### src/rtl/exc_entry_pkg.sv
package exc_entry_pkg;

   localparam int NUM_EXC = 7;

   typedef enum logic [2:0] {
      EX_RESET = 3'd0,
      EX_UNDEF = 3'd1,
      EX_SVC   = 3'd2,
      EX_PABT  = 3'd3,
      EX_DABT  = 3'd4,
      EX_IRQ   = 3'd5,
      EX_FIQ   = 3'd6
   } exc_kind_e;

   localparam logic [4:0] MODE_FIQ_C = 5'h11;
   localparam logic [4:0] MODE_IRQ_C = 5'h12;
   localparam logic [4:0] MODE_SVC_C = 5'h13;
   localparam logic [4:0] MODE_ABT_C = 5'h17;
   localparam logic [4:0] MODE_UND_C = 5'h1B;

   // saved-status bank strobe positions
   localparam int BANK_FIQ = 0;
   localparam int BANK_IRQ = 1;
   localparam int BANK_SVC = 2;
   localparam int BANK_UND = 3;
   localparam int BANK_ABT = 4;
   localparam int NUM_BANK = 5;

   // status word field positions
   localparam int ST_N      = 31;
   localparam int ST_Z      = 30;
   localparam int ST_C      = 29;
   localparam int ST_V      = 28;
   localparam int ST_ITL_HI = 26;
   localparam int ST_ITL_LO = 25;
   localparam int ST_GE_HI  = 19;
   localparam int ST_GE_LO  = 16;
   localparam int ST_ITH_HI = 15;
   localparam int ST_ITH_LO = 10;
   localparam int ST_A      = 8;
   localparam int ST_I      = 7;
   localparam int ST_F      = 6;
   localparam int ST_T      = 5;

   typedef struct packed {
      logic [4:0]          vec_off;
      logic [4:0]          mode;
      logic [3:0]          lr_wide;
      logic [3:0]          lr_narrow;
      logic                set_a;
      logic                set_f;
      logic [NUM_BANK-1:0] bank;
      logic [1:0]          fault;
      logic                is_reset;
   } exc_attr_t;

   localparam int ATTR_W = $bits(exc_attr_t);

   function automatic exc_attr_t attr_of(input int unsigned k);
      exc_attr_t a;
      a = '0;
      case (k)
         0: begin
            a.vec_off = 5'h00; a.mode = MODE_SVC_C;
            a.set_a = 1'b1; a.set_f = 1'b1;
            a.bank[BANK_SVC] = 1'b1; a.is_reset = 1'b1;
         end
         1: begin
            a.vec_off = 5'h04; a.mode = MODE_UND_C;
            a.lr_wide = 4'd4; a.lr_narrow = 4'd2;
            a.bank[BANK_UND] = 1'b1;
         end
         2: begin
            a.vec_off = 5'h08; a.mode = MODE_SVC_C;
            a.lr_wide = 4'd4; a.lr_narrow = 4'd2;
            a.bank[BANK_SVC] = 1'b1;
         end
         3: begin
            a.vec_off = 5'h0C; a.mode = MODE_ABT_C;
            a.lr_wide = 4'd4; a.lr_narrow = 4'd4; a.set_a = 1'b1;
            a.bank[BANK_ABT] = 1'b1; a.fault = 2'b01;
         end
         4: begin
            a.vec_off = 5'h10; a.mode = MODE_ABT_C;
            a.lr_wide = 4'd8; a.lr_narrow = 4'd8; a.set_a = 1'b1;
            a.bank[BANK_ABT] = 1'b1; a.fault = 2'b10;
         end
         5: begin
            a.vec_off = 5'h18; a.mode = MODE_IRQ_C;
            a.lr_wide = 4'd4; a.lr_narrow = 4'd4; a.set_a = 1'b1;
            a.bank[BANK_IRQ] = 1'b1;
         end
         6: begin
            a.vec_off = 5'h1C; a.mode = MODE_FIQ_C;
            a.lr_wide = 4'd4; a.lr_narrow = 4'd4;
            a.set_a = 1'b1; a.set_f = 1'b1;
            a.bank[BANK_FIQ] = 1'b1;
         end
         default: a = '0;
      endcase
      return a;
   endfunction

endpackage

### src/rtl/exc_decode.sv
module exc_decode
   import exc_entry_pkg::*;
#(
   parameter int NUM_REQ = 7
) (
   input  logic [NUM_REQ-1:0] req,
   output logic               accept,
   output exc_attr_t          attr
);

   if (NUM_REQ != NUM_EXC) begin : g_bad_count
      $error("exc_decode: NUM_REQ must equal NUM_EXC");
   end

   logic [ATTR_W-1:0] term [NUM_REQ];
   logic [ATTR_W-1:0] merged;

   for (genvar g = 0; g < NUM_REQ; g++) begin : g_term
      assign term[g] = req[g] ? ATTR_W'(attr_of(g)) : '0;
   end

   always_comb begin
      merged = '0;
      for (int i = 0; i < NUM_REQ; i++) merged = merged | term[i];
   end

   assign accept = (req != '0) && ((req & (req - NUM_REQ'(1))) == '0);
   assign attr   = exc_attr_t'(merged);

endmodule

### src/rtl/exc_status_pack.sv
module exc_status_pack
   import exc_entry_pkg::*;
#(
   parameter int DATA_W = 32,
   parameter int IT_W   = 8
) (
   input  logic [DATA_W-1:0] status_in,
   input  logic [1:0]        nz,
   input  logic              c,
   input  logic              v,
   input  logic [3:0]        ge,
   input  logic [IT_W-1:0]   it,
   input  exc_attr_t         attr,
   output logic [DATA_W-1:0] saved,
   output logic [DATA_W-1:0] next
);

   if (DATA_W != 32) begin : g_bad_w
      $error("exc_status_pack: DATA_W must be 32");
   end
   if (IT_W != 8) begin : g_bad_it
      $error("exc_status_pack: IT_W must be 8");
   end

   always_comb begin
      saved = status_in;
      saved[ST_N] = nz[1];
      saved[ST_Z] = nz[0];
      saved[ST_C] = c;
      saved[ST_V] = v;
      saved[ST_GE_HI:ST_GE_LO]   = ge;
      saved[ST_ITH_HI:ST_ITH_LO] = it[IT_W-1:2];
      saved[ST_ITL_HI:ST_ITL_LO] = it[1:0];
   end

   always_comb begin
      next = status_in;
      next[4:0] = attr.mode;
      next[ST_ITH_HI:ST_ITH_LO] = '0;
      next[ST_ITL_HI:ST_ITL_LO] = '0;
      next[ST_I] = 1'b1;
      next[ST_A] = status_in[ST_A] | attr.set_a;
      next[ST_F] = status_in[ST_F] | attr.set_f;
   end

endmodule

### src/rtl/exc_fault_pack.sv
module exc_fault_pack #(
   parameter int FS_W   = 5,
   parameter int DATA_W = 32
) (
   input  logic [FS_W-1:0]   cause,
   input  logic              store,
   output logic [DATA_W-1:0] fsr
);

   localparam int LOW_W   = 4;
   localparam int HIGH_AT = 10;
   localparam int WNR_AT  = 11;

   if (FS_W != LOW_W + 1) begin : g_bad_fs
      $error("exc_fault_pack: FS_W must be 5");
   end

   always_comb begin
      fsr = '0;
      fsr[LOW_W-1:0] = cause[LOW_W-1:0];
      fsr[HIGH_AT]   = cause[FS_W-1];
      fsr[WNR_AT]    = store;
   end

endmodule

### src/rtl/exc_entry.sv
module exc_entry
   import exc_entry_pkg::*;
#(
   parameter int          ADDR_W      = 32,
   parameter int          IT_W        = 8,
   parameter int          FS_W        = 5,
   parameter bit          HIGH_VEC_EN = 1'b1,
   parameter logic [31:0] HIGH_BASE   = 32'hFFFF_0000
) (
   input  logic              clk,
   input  logic              rst_n,
   input  logic [6:0]        exc_req,
   input  logic [ADDR_W-1:0] pc_cur,
   input  logic [31:0]       status_cur,
   input  logic [1:0]        flag_nz,
   input  logic              flag_c,
   input  logic              flag_v,
   input  logic [3:0]        flag_ge,
   input  logic [IT_W-1:0]   it_state,
   input  logic              vec_high,
   input  logic [FS_W-1:0]   abt_status,
   input  logic [ADDR_W-1:0] abt_addr,
   input  logic              abt_write,
   output logic              entry_valid,
   output logic [31:0]       status_next,
   output logic [4:0]        spsr_wr,
   output logic [31:0]       spsr_data,
   output logic              lr_wr,
   output logic [ADDR_W-1:0] lr_data,
   output logic [ADDR_W-1:0] pc_next,
   output logic [1:0]        fsr_wr,
   output logic [31:0]       fsr_data,
   output logic [ADDR_W-1:0] far_data,
   output logic              mailbox_set,
   output logic              irq_clear_all
);

   if (ADDR_W != 32) begin : g_bad_addr
      $error("exc_entry: ADDR_W must be 32");
   end

   logic              accept;
   exc_attr_t         attr;
   logic [31:0]       saved_c;
   logic [31:0]       next_c;
   logic [31:0]       fsr_c;
   logic [ADDR_W-1:0] lr_c;
   logic [ADDR_W-1:0] pc_c;
   logic [3:0]        lr_off;

   exc_decode #(.NUM_REQ(NUM_EXC)) u_decode (
      .req    (exc_req),
      .accept (accept),
      .attr   (attr)
   );

   exc_status_pack #(.DATA_W(32), .IT_W(IT_W)) u_status (
      .status_in (status_cur),
      .nz        (flag_nz),
      .c         (flag_c),
      .v         (flag_v),
      .ge        (flag_ge),
      .it        (it_state),
      .attr      (attr),
      .saved     (saved_c),
      .next      (next_c)
   );

   exc_fault_pack #(.FS_W(FS_W), .DATA_W(32)) u_fault (
      .cause (abt_status),
      .store (abt_write),
      .fsr   (fsr_c)
   );

   assign lr_off = status_cur[ST_T] ? attr.lr_narrow : attr.lr_wide;
   assign lr_c   = pc_cur + ADDR_W'(lr_off);

   if (HIGH_VEC_EN) begin : g_hivec
      assign pc_c = vec_high ? (HIGH_BASE | ADDR_W'(attr.vec_off))
                             : ADDR_W'(attr.vec_off);
   end else begin : g_lovec
      logic unused_hv;
      assign unused_hv = vec_high;
      assign pc_c      = ADDR_W'(attr.vec_off);
   end

   // strobes: pulse only for one cycle after an accepted request
   always_ff @(posedge clk or negedge rst_n) begin
      if (!rst_n) begin
         entry_valid   <= 1'b0;
         spsr_wr       <= '0;
         lr_wr         <= 1'b0;
         fsr_wr        <= '0;
         mailbox_set   <= 1'b0;
         irq_clear_all <= 1'b0;
      end else begin
         entry_valid   <= accept;
         spsr_wr       <= accept ? attr.bank : '0;
         lr_wr         <= accept;
         fsr_wr        <= accept ? attr.fault : '0;
         mailbox_set   <= accept;
         irq_clear_all <= accept & attr.is_reset;
      end
   end

   // data: loaded only on acceptance
   always_ff @(posedge clk or negedge rst_n) begin
      if (!rst_n) begin
         status_next <= '0;
         spsr_data   <= '0;
         lr_data     <= '0;
         pc_next     <= '0;
         fsr_data    <= '0;
         far_data    <= '0;
      end else if (accept) begin
         status_next <= next_c;
         spsr_data   <= saved_c;
         lr_data     <= lr_c;
         pc_next     <= pc_c;
         fsr_data    <= (attr.fault != 2'b00) ? fsr_c : '0;
         far_data    <= (attr.fault != 2'b00) ? abt_addr : '0;
      end
   end

   assert_accept_latency_R8: assert property (@(posedge clk) disable iff (!rst_n)
      ($countones(exc_req) == 1) |=> entry_valid);

   assert_multihot_drop_R9: assert property (@(posedge clk) disable iff (!rst_n)
      ($countones(exc_req) > 1) |=> (!entry_valid && spsr_wr == '0));

   assert_idle_strobes_R8: assert property (@(posedge clk) disable iff (!rst_n)
      !entry_valid |-> (spsr_wr == '0 && fsr_wr == '0 && !lr_wr && !mailbox_set && !irq_clear_all));

   assert_single_bank_R1: assert property (@(posedge clk) disable iff (!rst_n)
      entry_valid |-> ($countones(spsr_wr) == 1));

   assert_it_cleared_R5: assert property (@(posedge clk) disable iff (!rst_n)
      entry_valid |-> (status_next[ST_ITH_HI:ST_ITH_LO] == '0 && status_next[ST_ITL_HI:ST_ITL_LO] == '0));

   assert_irq_mask_R4: assert property (@(posedge clk) disable iff (!rst_n)
      entry_valid |-> status_next[ST_I]);

   assert_fiq_mask_R4: assert property (@(posedge clk) disable iff (!rst_n)
      (entry_valid && status_next[4:0] == MODE_FIQ_C) |-> status_next[ST_F]);

   assert_fault_mode_R6: assert property (@(posedge clk) disable iff (!rst_n)
      (fsr_wr != '0) |-> (status_next[4:0] == MODE_ABT_C && $countones(fsr_wr) == 1));

   assert_vector_align_R2: assert property (@(posedge clk) disable iff (!rst_n)
      entry_valid |-> (pc_next[1:0] == 2'b00));

   assert_reset_clear_R7: assert property (@(posedge clk) disable iff (!rst_n)
      irq_clear_all |-> (mailbox_set && status_next[4:0] == MODE_SVC_C));

endmodule

### config.mk
export PLATFORM = sky130hd
export DESIGN_NAME = exc_entry
export DESIGN_NICKNAME = d
export VERILOG_FILES = /design/src/rtl/exc_entry_pkg.sv /design/src/rtl/exc_decode.sv /design/src/rtl/exc_status_pack.sv /design/src/rtl/exc_fault_pack.sv /design/src/rtl/exc_entry.sv
export SDC_FILE = /design/constraint.sdc
export NUM_CORES = 1
export LEC_CHECK = 0
export ABC_AREA = 1
export BUFFER_PORTS_ARGS = -buffer_cell sky130_fd_sc_hd__clkbuf_2
export CAP_MARGIN = 15
export CORE_MARGIN = 2
export CORE_UTILIZATION = 35
export CTS_CLUSTER_DIAMETER = 50
export CTS_CLUSTER_SIZE = 10
export DETAILED_ROUTE_END_ITERATION = 16
export MAX_ROUTING_LAYER = met4
export SLEW_MARGIN = 20
export SYNTH_ARGS = -nofsm -noshare
export SYNTH_HDL_FRONTEND = slang
export SYNTH_SLANG_ARGS = --single-unit
### constraint.sdc
create_clock -name clk -period 1 [get_ports clk]
set_input_delay 0.2 -clock clk [delete_from_list [all_inputs] [get_ports clk]]
set_output_delay 0.2 -clock clk [all_outputs]
set_load 0.05 [all_outputs]
## Word level (Yosys, flattened, before mapping)

Cells that the tools add are included.

- Flip-flop bits (word level): 193
- Input bits: 128

- Reduce and logical (&&, ||, !) cells: 4
- Multiplexer cells: 13
- Add/sub/neg operators: 2
- Bitwise operators: 10

Operator list:

| kind | count |
|---|---|
| OR 28 bit | 6 |
| 2-to-1 mux 28 bit | 3 |
| 2-to-1 mux 32 bit | 2 |
| 2-to-1 mux 27 bit | 2 |
| adder 32 x 4 -> 32 bit | 1 |
| 2-to-1 mux 26 bit | 1 |
| 2-to-1 mux 23 bit | 1 |
| 2-to-1 mux 12 bit | 1 |
| AND 7 bit | 1 |
| zero test 7 bit | 1 |
| nonzero test 7 bit | 1 |
| subtractor 7 x 1 -> 7 bit, second input constant | 1 |
| 2-to-1 mux 5 bit | 1 |
| 2-to-1 mux 4 bit | 1 |
| 2-to-1 mux 2 bit | 1 |
| OR 1 bit | 2 |
| nonzero test 2 bit | 1 |
| AND 1 bit | 1 |
| logical AND 1 bit | 1 |

## Depth between registers and ports, before layout

- Depth in word-level cells: 9
- Depth in mapped cells: 13
- Gate-level depth less buffers: 13

## Hierarchy

A second synthesis with hierarchy kept.

- Cells, all modules: 1134
- Area total of the unflattened synthesis: 8936.1 µm²

By module, submodules not included:

| module | cells each | area each (µm²) | instances |
|---|---|---|---|
| exc_entry | 977 | 7893.8 | 1 |
| exc_status_pack | 70 | 495.5 | 1 |
| exc_decode | 54 | 302.8 | 1 |
| exc_fault_pack | 33 | 244.0 | 1 |

## Worst setup path after synthesis

Ideal clock, no wire load.

- Kind: input to register
- Start: input port exc_req[1]
- End: register lr_data[21]
- Required time: 882 ps
- Data arrival time: 1822 ps
- Stages: 11
- Path slack: -939 ps
- Library setup time: 118 ps
- Path through: nor2_2 -> nor2_1 -> ha_1 -> fa_1 -> nand3_1 -> nand2_1 -> nand3_1 -> nor2_1 -> or2_2 -> nand3_1 -> nand2_1

- Cells in the longest elaborated chain, start to end: 9
- Elaborated cells on any way between the ends: 14
- Those cells by class: 2 x add/sub; 2 x mux; 7 x bitwise; 3 x reduce/logical

RTL lines:

| what | line | source |
|---|---|---|
| start: declaration | exc_entry.sv:12 | `input logic [6:0] exc_req,` |
| 2-to-1 mux 26 bit | exc_decode.sv:19 | `assign term[g] = req[g] ? ATTR_W'(attr_of(g)) : '0;` |
| OR 28 bit (6 in series) | exc_decode.sv:24 | `for (int i = 0; i < NUM_REQ; i++) merged = merged \| term[i];` |
| 2-to-1 mux 4 bit | exc_entry.sv:75 | `assign lr_off = status_cur[ST_T] ? attr.lr_narrow : attr.lr_wide;` |
| adder 32 x 4 -> 32 bit | exc_entry.sv:76 | `assign lr_c = pc_cur + ADDR_W'(lr_off);` |
| end signal: assignment | exc_entry.sv:118 | `lr_data <= lr_c;` |
| end: declaration | exc_entry.sv:29 | `output logic [ADDR_W-1:0] lr_data,` |

Parallel ways exist; a longest one is shown, timed or not.
A chain may end at the register's enable or synchronous reset.

## Worst setup path in the final report

- Start: input port exc_req[2]
- End: register lr_data[19]

- Cells in the longest elaborated chain, start to end: 8
- Elaborated cells on any way between the ends: 13
- Those cells by class: 2 x add/sub; 2 x mux; 6 x bitwise; 3 x reduce/logical

RTL lines:

| what | line |
|---|---|
| 2-to-1 mux 27 bit | exc_decode.sv:19 |
| OR 28 bit (5 in series) | exc_decode.sv:24 |
| 2-to-1 mux 4 bit | exc_entry.sv:75 |
| adder 32 x 4 -> 32 bit | exc_entry.sv:76 |

Parallel ways exist; a longest one is shown, timed or not.

==> impl_metrics.json <==
{
  "status": "finished, violations left",
  "violations": "setup timing",
  "synthCells": 830,
  "row_count": 49,
  "total_power_mw": 30.5,
  "ioPinCount": 331,
  "insertion_delay_ps": 410,
  "synth_compound_area_frac": 0.0182,
  "ys_ff_latch": 131,
  "drv_slew": 0,
  "final_cell_area_sq_um": 14000,
  "grt_max_degree": 44,
  "nets": 1446,
  "finClkSkew_ps": 0,
  "yosysWarningCount": 0,
  "die_h_microns": 141,
  "drt_iter0_markers": 363,
  "antenna_cells": 0,
  "port_buffers": 275,
  "final_core_util": 0.769,
  "first_pass_iters": 5,
  "grt_usage": 0.259,
  "pre_cts_slack_ps": -1040,
  "end_kind": "register",
  "cts_tree": "yes",
  "synth_top_area_share": 0.502,
  "ctsHtreeMaxLevel": 4,
  "worstSetupStartpointType": "input port",
  "drive_above_1_share": 0.588,
  "hold_violations": 0,
  "p_leak_nw": 7.08,
  "viasPerCell": 4.87,
  "period_share": 1.51,
  "crit_type": "input port to register",
  "setup_viol": 287,
  "wl_per_cell_microns": 19.4,
  "die_w_microns": 141,
  "cts_buffers": 17,
  "worstPathRequired_ps": 1310,
  "ys_types": 29,
  "synth-xor-area-share": 0.0174,
  "syn_avg_cell_area_sq_um": 7.87,
  "yosysTopAreaCell": "dfrtp_1",
  "place_congestion": 0.873,
  "synth_area_leaders": "dfrtp_1 (50%), nand2_1 (22%), buf_4 (8.4%)",
  "arrival_ps": 1810,
  "die_area_sq_um": 19800,
  "rsz0062_at_grt": "yes",
  "start_util": 0.360,
  "hold_path.class": "input port to register",
  "clkTransAtPathRegs_ps": 60,
  "cts_buffer_depth": 2,
  "drc": 0,
  "dpl_cell_area_sq_um": 8560,
  "area_delta_synth_final_pct": 114,
  "critPathMaxFanout": 6,
  "grt_pass1_wl_microns": 38700,
  "routed_wirelength_microns": 30200,
  "synthMuxAreaShare": 0,
  "fmax_ghz": 0.664,
  "hpwlAfterDp_microns": 14600,
  "max_cap_violations": 0,
  "antenna_left": 0,
  "mostFrequentLayoutCells": "nand2_1 (214), buf_8 (156), buf_4 (131)",
  "synth_area_sq_um": 6530,
  "coreArea_sq_um": 18100,
  "synth_top_family_by_area": "simple AND/OR/NAND/NOR gates",
  "grt_overflow": 0,
  "setup_slack_ps": -505,
  "min_period_ps": 1510,
  "power.density_nw_per_um2": 2180,
  "vias": 7582,
  "clock-root-buffer": "clkbuf_16",
  "seq_area_frac_synth": 0.502,
  "synthSimpleGateAreaFrac": 0.327,
  "fillers": 1082,
  "whs_ps": 10.4,
  "peakVddDrop_mv": 1.44,
  "antenna_found_initial": 0,
  "first_global_vias": 7284,
  "layout_commonest_cell": "nand2_1",
  "cts.sinks": 131,
  "synth_fa_ha_area_frac": 0.00881
}
cell type report:
class	instances	area, sq um	area share
Multi-Input combinational cell	614	3850	0.276
Timing Repair Buffer	520	5720	0.410
Sequential cell	131	3300	0.236
Tap cell	229	287	0.0205
Clock inverter	14	225	0.0161
Inverter	30	130	0.00933
Clock buffer	18	439	0.0315
through the flow:
step / TNS [ps] / instances
2_1_floorplan: -37190 / 876
3_3_place_gp: -77070 / 1363
3_5_place_dp: -78670 / 1363
4_1_cts: -78470 / 1495
5_1_grt: -91890 / 1556
6_report: -80530 / 1556
cell families (layout without fill, tap and decap cells):
group                    after synthesis  in the layout
buffers and inverters                132            582
XOR/XNOR                              13             13
AND/OR/NAND/NOR                      527            528
AO/OA/AOI/OAI                         22             22
other                                  1             47
adder cells (fa/ha/maj)                4              4
flip-flops                           131            131
synth_stat cells (all sizes together):
cell,n
buf,95
nand3,66
o21ai,18
xor2,9
o2111ai,1
a21oi,1
xnor2,4
o21bai,1
nand4,4
nor3,3
clkbuf,7
nor4,2
nor2,65
ha,3
inv,30
nand2,377
nand3b,6
fa,1
or2,4
conb,1
dfrtp,131
o21a,1
power by group:
part           switching [mW]  internal, mW
combinational            8.90          6.45
clock                    2.54          4.54
sequential               1.48          6.57
total                    12.9          17.6
worst max-delay path, cell delays in order:
cell     delay, ps
buf_8          100
nor2_4         140
buf_6          130
nor2_4          40
ha_4           160
fa_2           360
nand3_2        110
nand2_4        120
nand3_4        100
nor2_2          40
or2_4          220
nand3_2         50
nand2_1         40
routing by layer:
metal,vias to the layer above,part of all wire,wire (microns),track usage
li1,3438,-,-,-
met1,3679,0.38,11600,0.304
met2,377,0.52,15700,0.441
met3,88,0.061,1830,0.0465
met4,0,0.037,1120,0.105
met5,-,0,0,-
flip-flops by register name, indices dropped and copies added (netlist names):
| name | flops |
|---|---|
| irq_clear_all | 1 |
| far_data | 32 |
| status_next | 16 |
| spsr_wr | 5 |
| spsr_data | 32 |
| fsr_wr | 2 |
| fsr_data | 6 |
| mailbox_set | 1 |
| lr_data | 32 |
| pc_next | 4 |
worst paths after layout:
check                         startpoint       endpoint  slack (ps)  cells after the start
max                           exc_req[2]    lr_data[19]        -510                     13
min                        abt_status[1]    fsr_data[1]          10                      3
max reg2reg                  pc_next[30]    pc_next[30]          80                      3
min reg2reg                 far_data[26]   far_data[26]         520                      2
max in group asynchronous          rst_n  spsr_data[22]         300                      3
min in group asynchronous          rst_n    lr_data[12]         180                      2
what timing repair did:
action	4_1_cts	5_1_grt
buffers inserted	40	74
endpoints found under the hold margin	167	2
hold buffers	37	2
pin swaps	30	107
endpoints found under the setup margin	279	287
gates cloned	24	3
gates resized for setup	384	503
(Power assumes the default switching activity.)
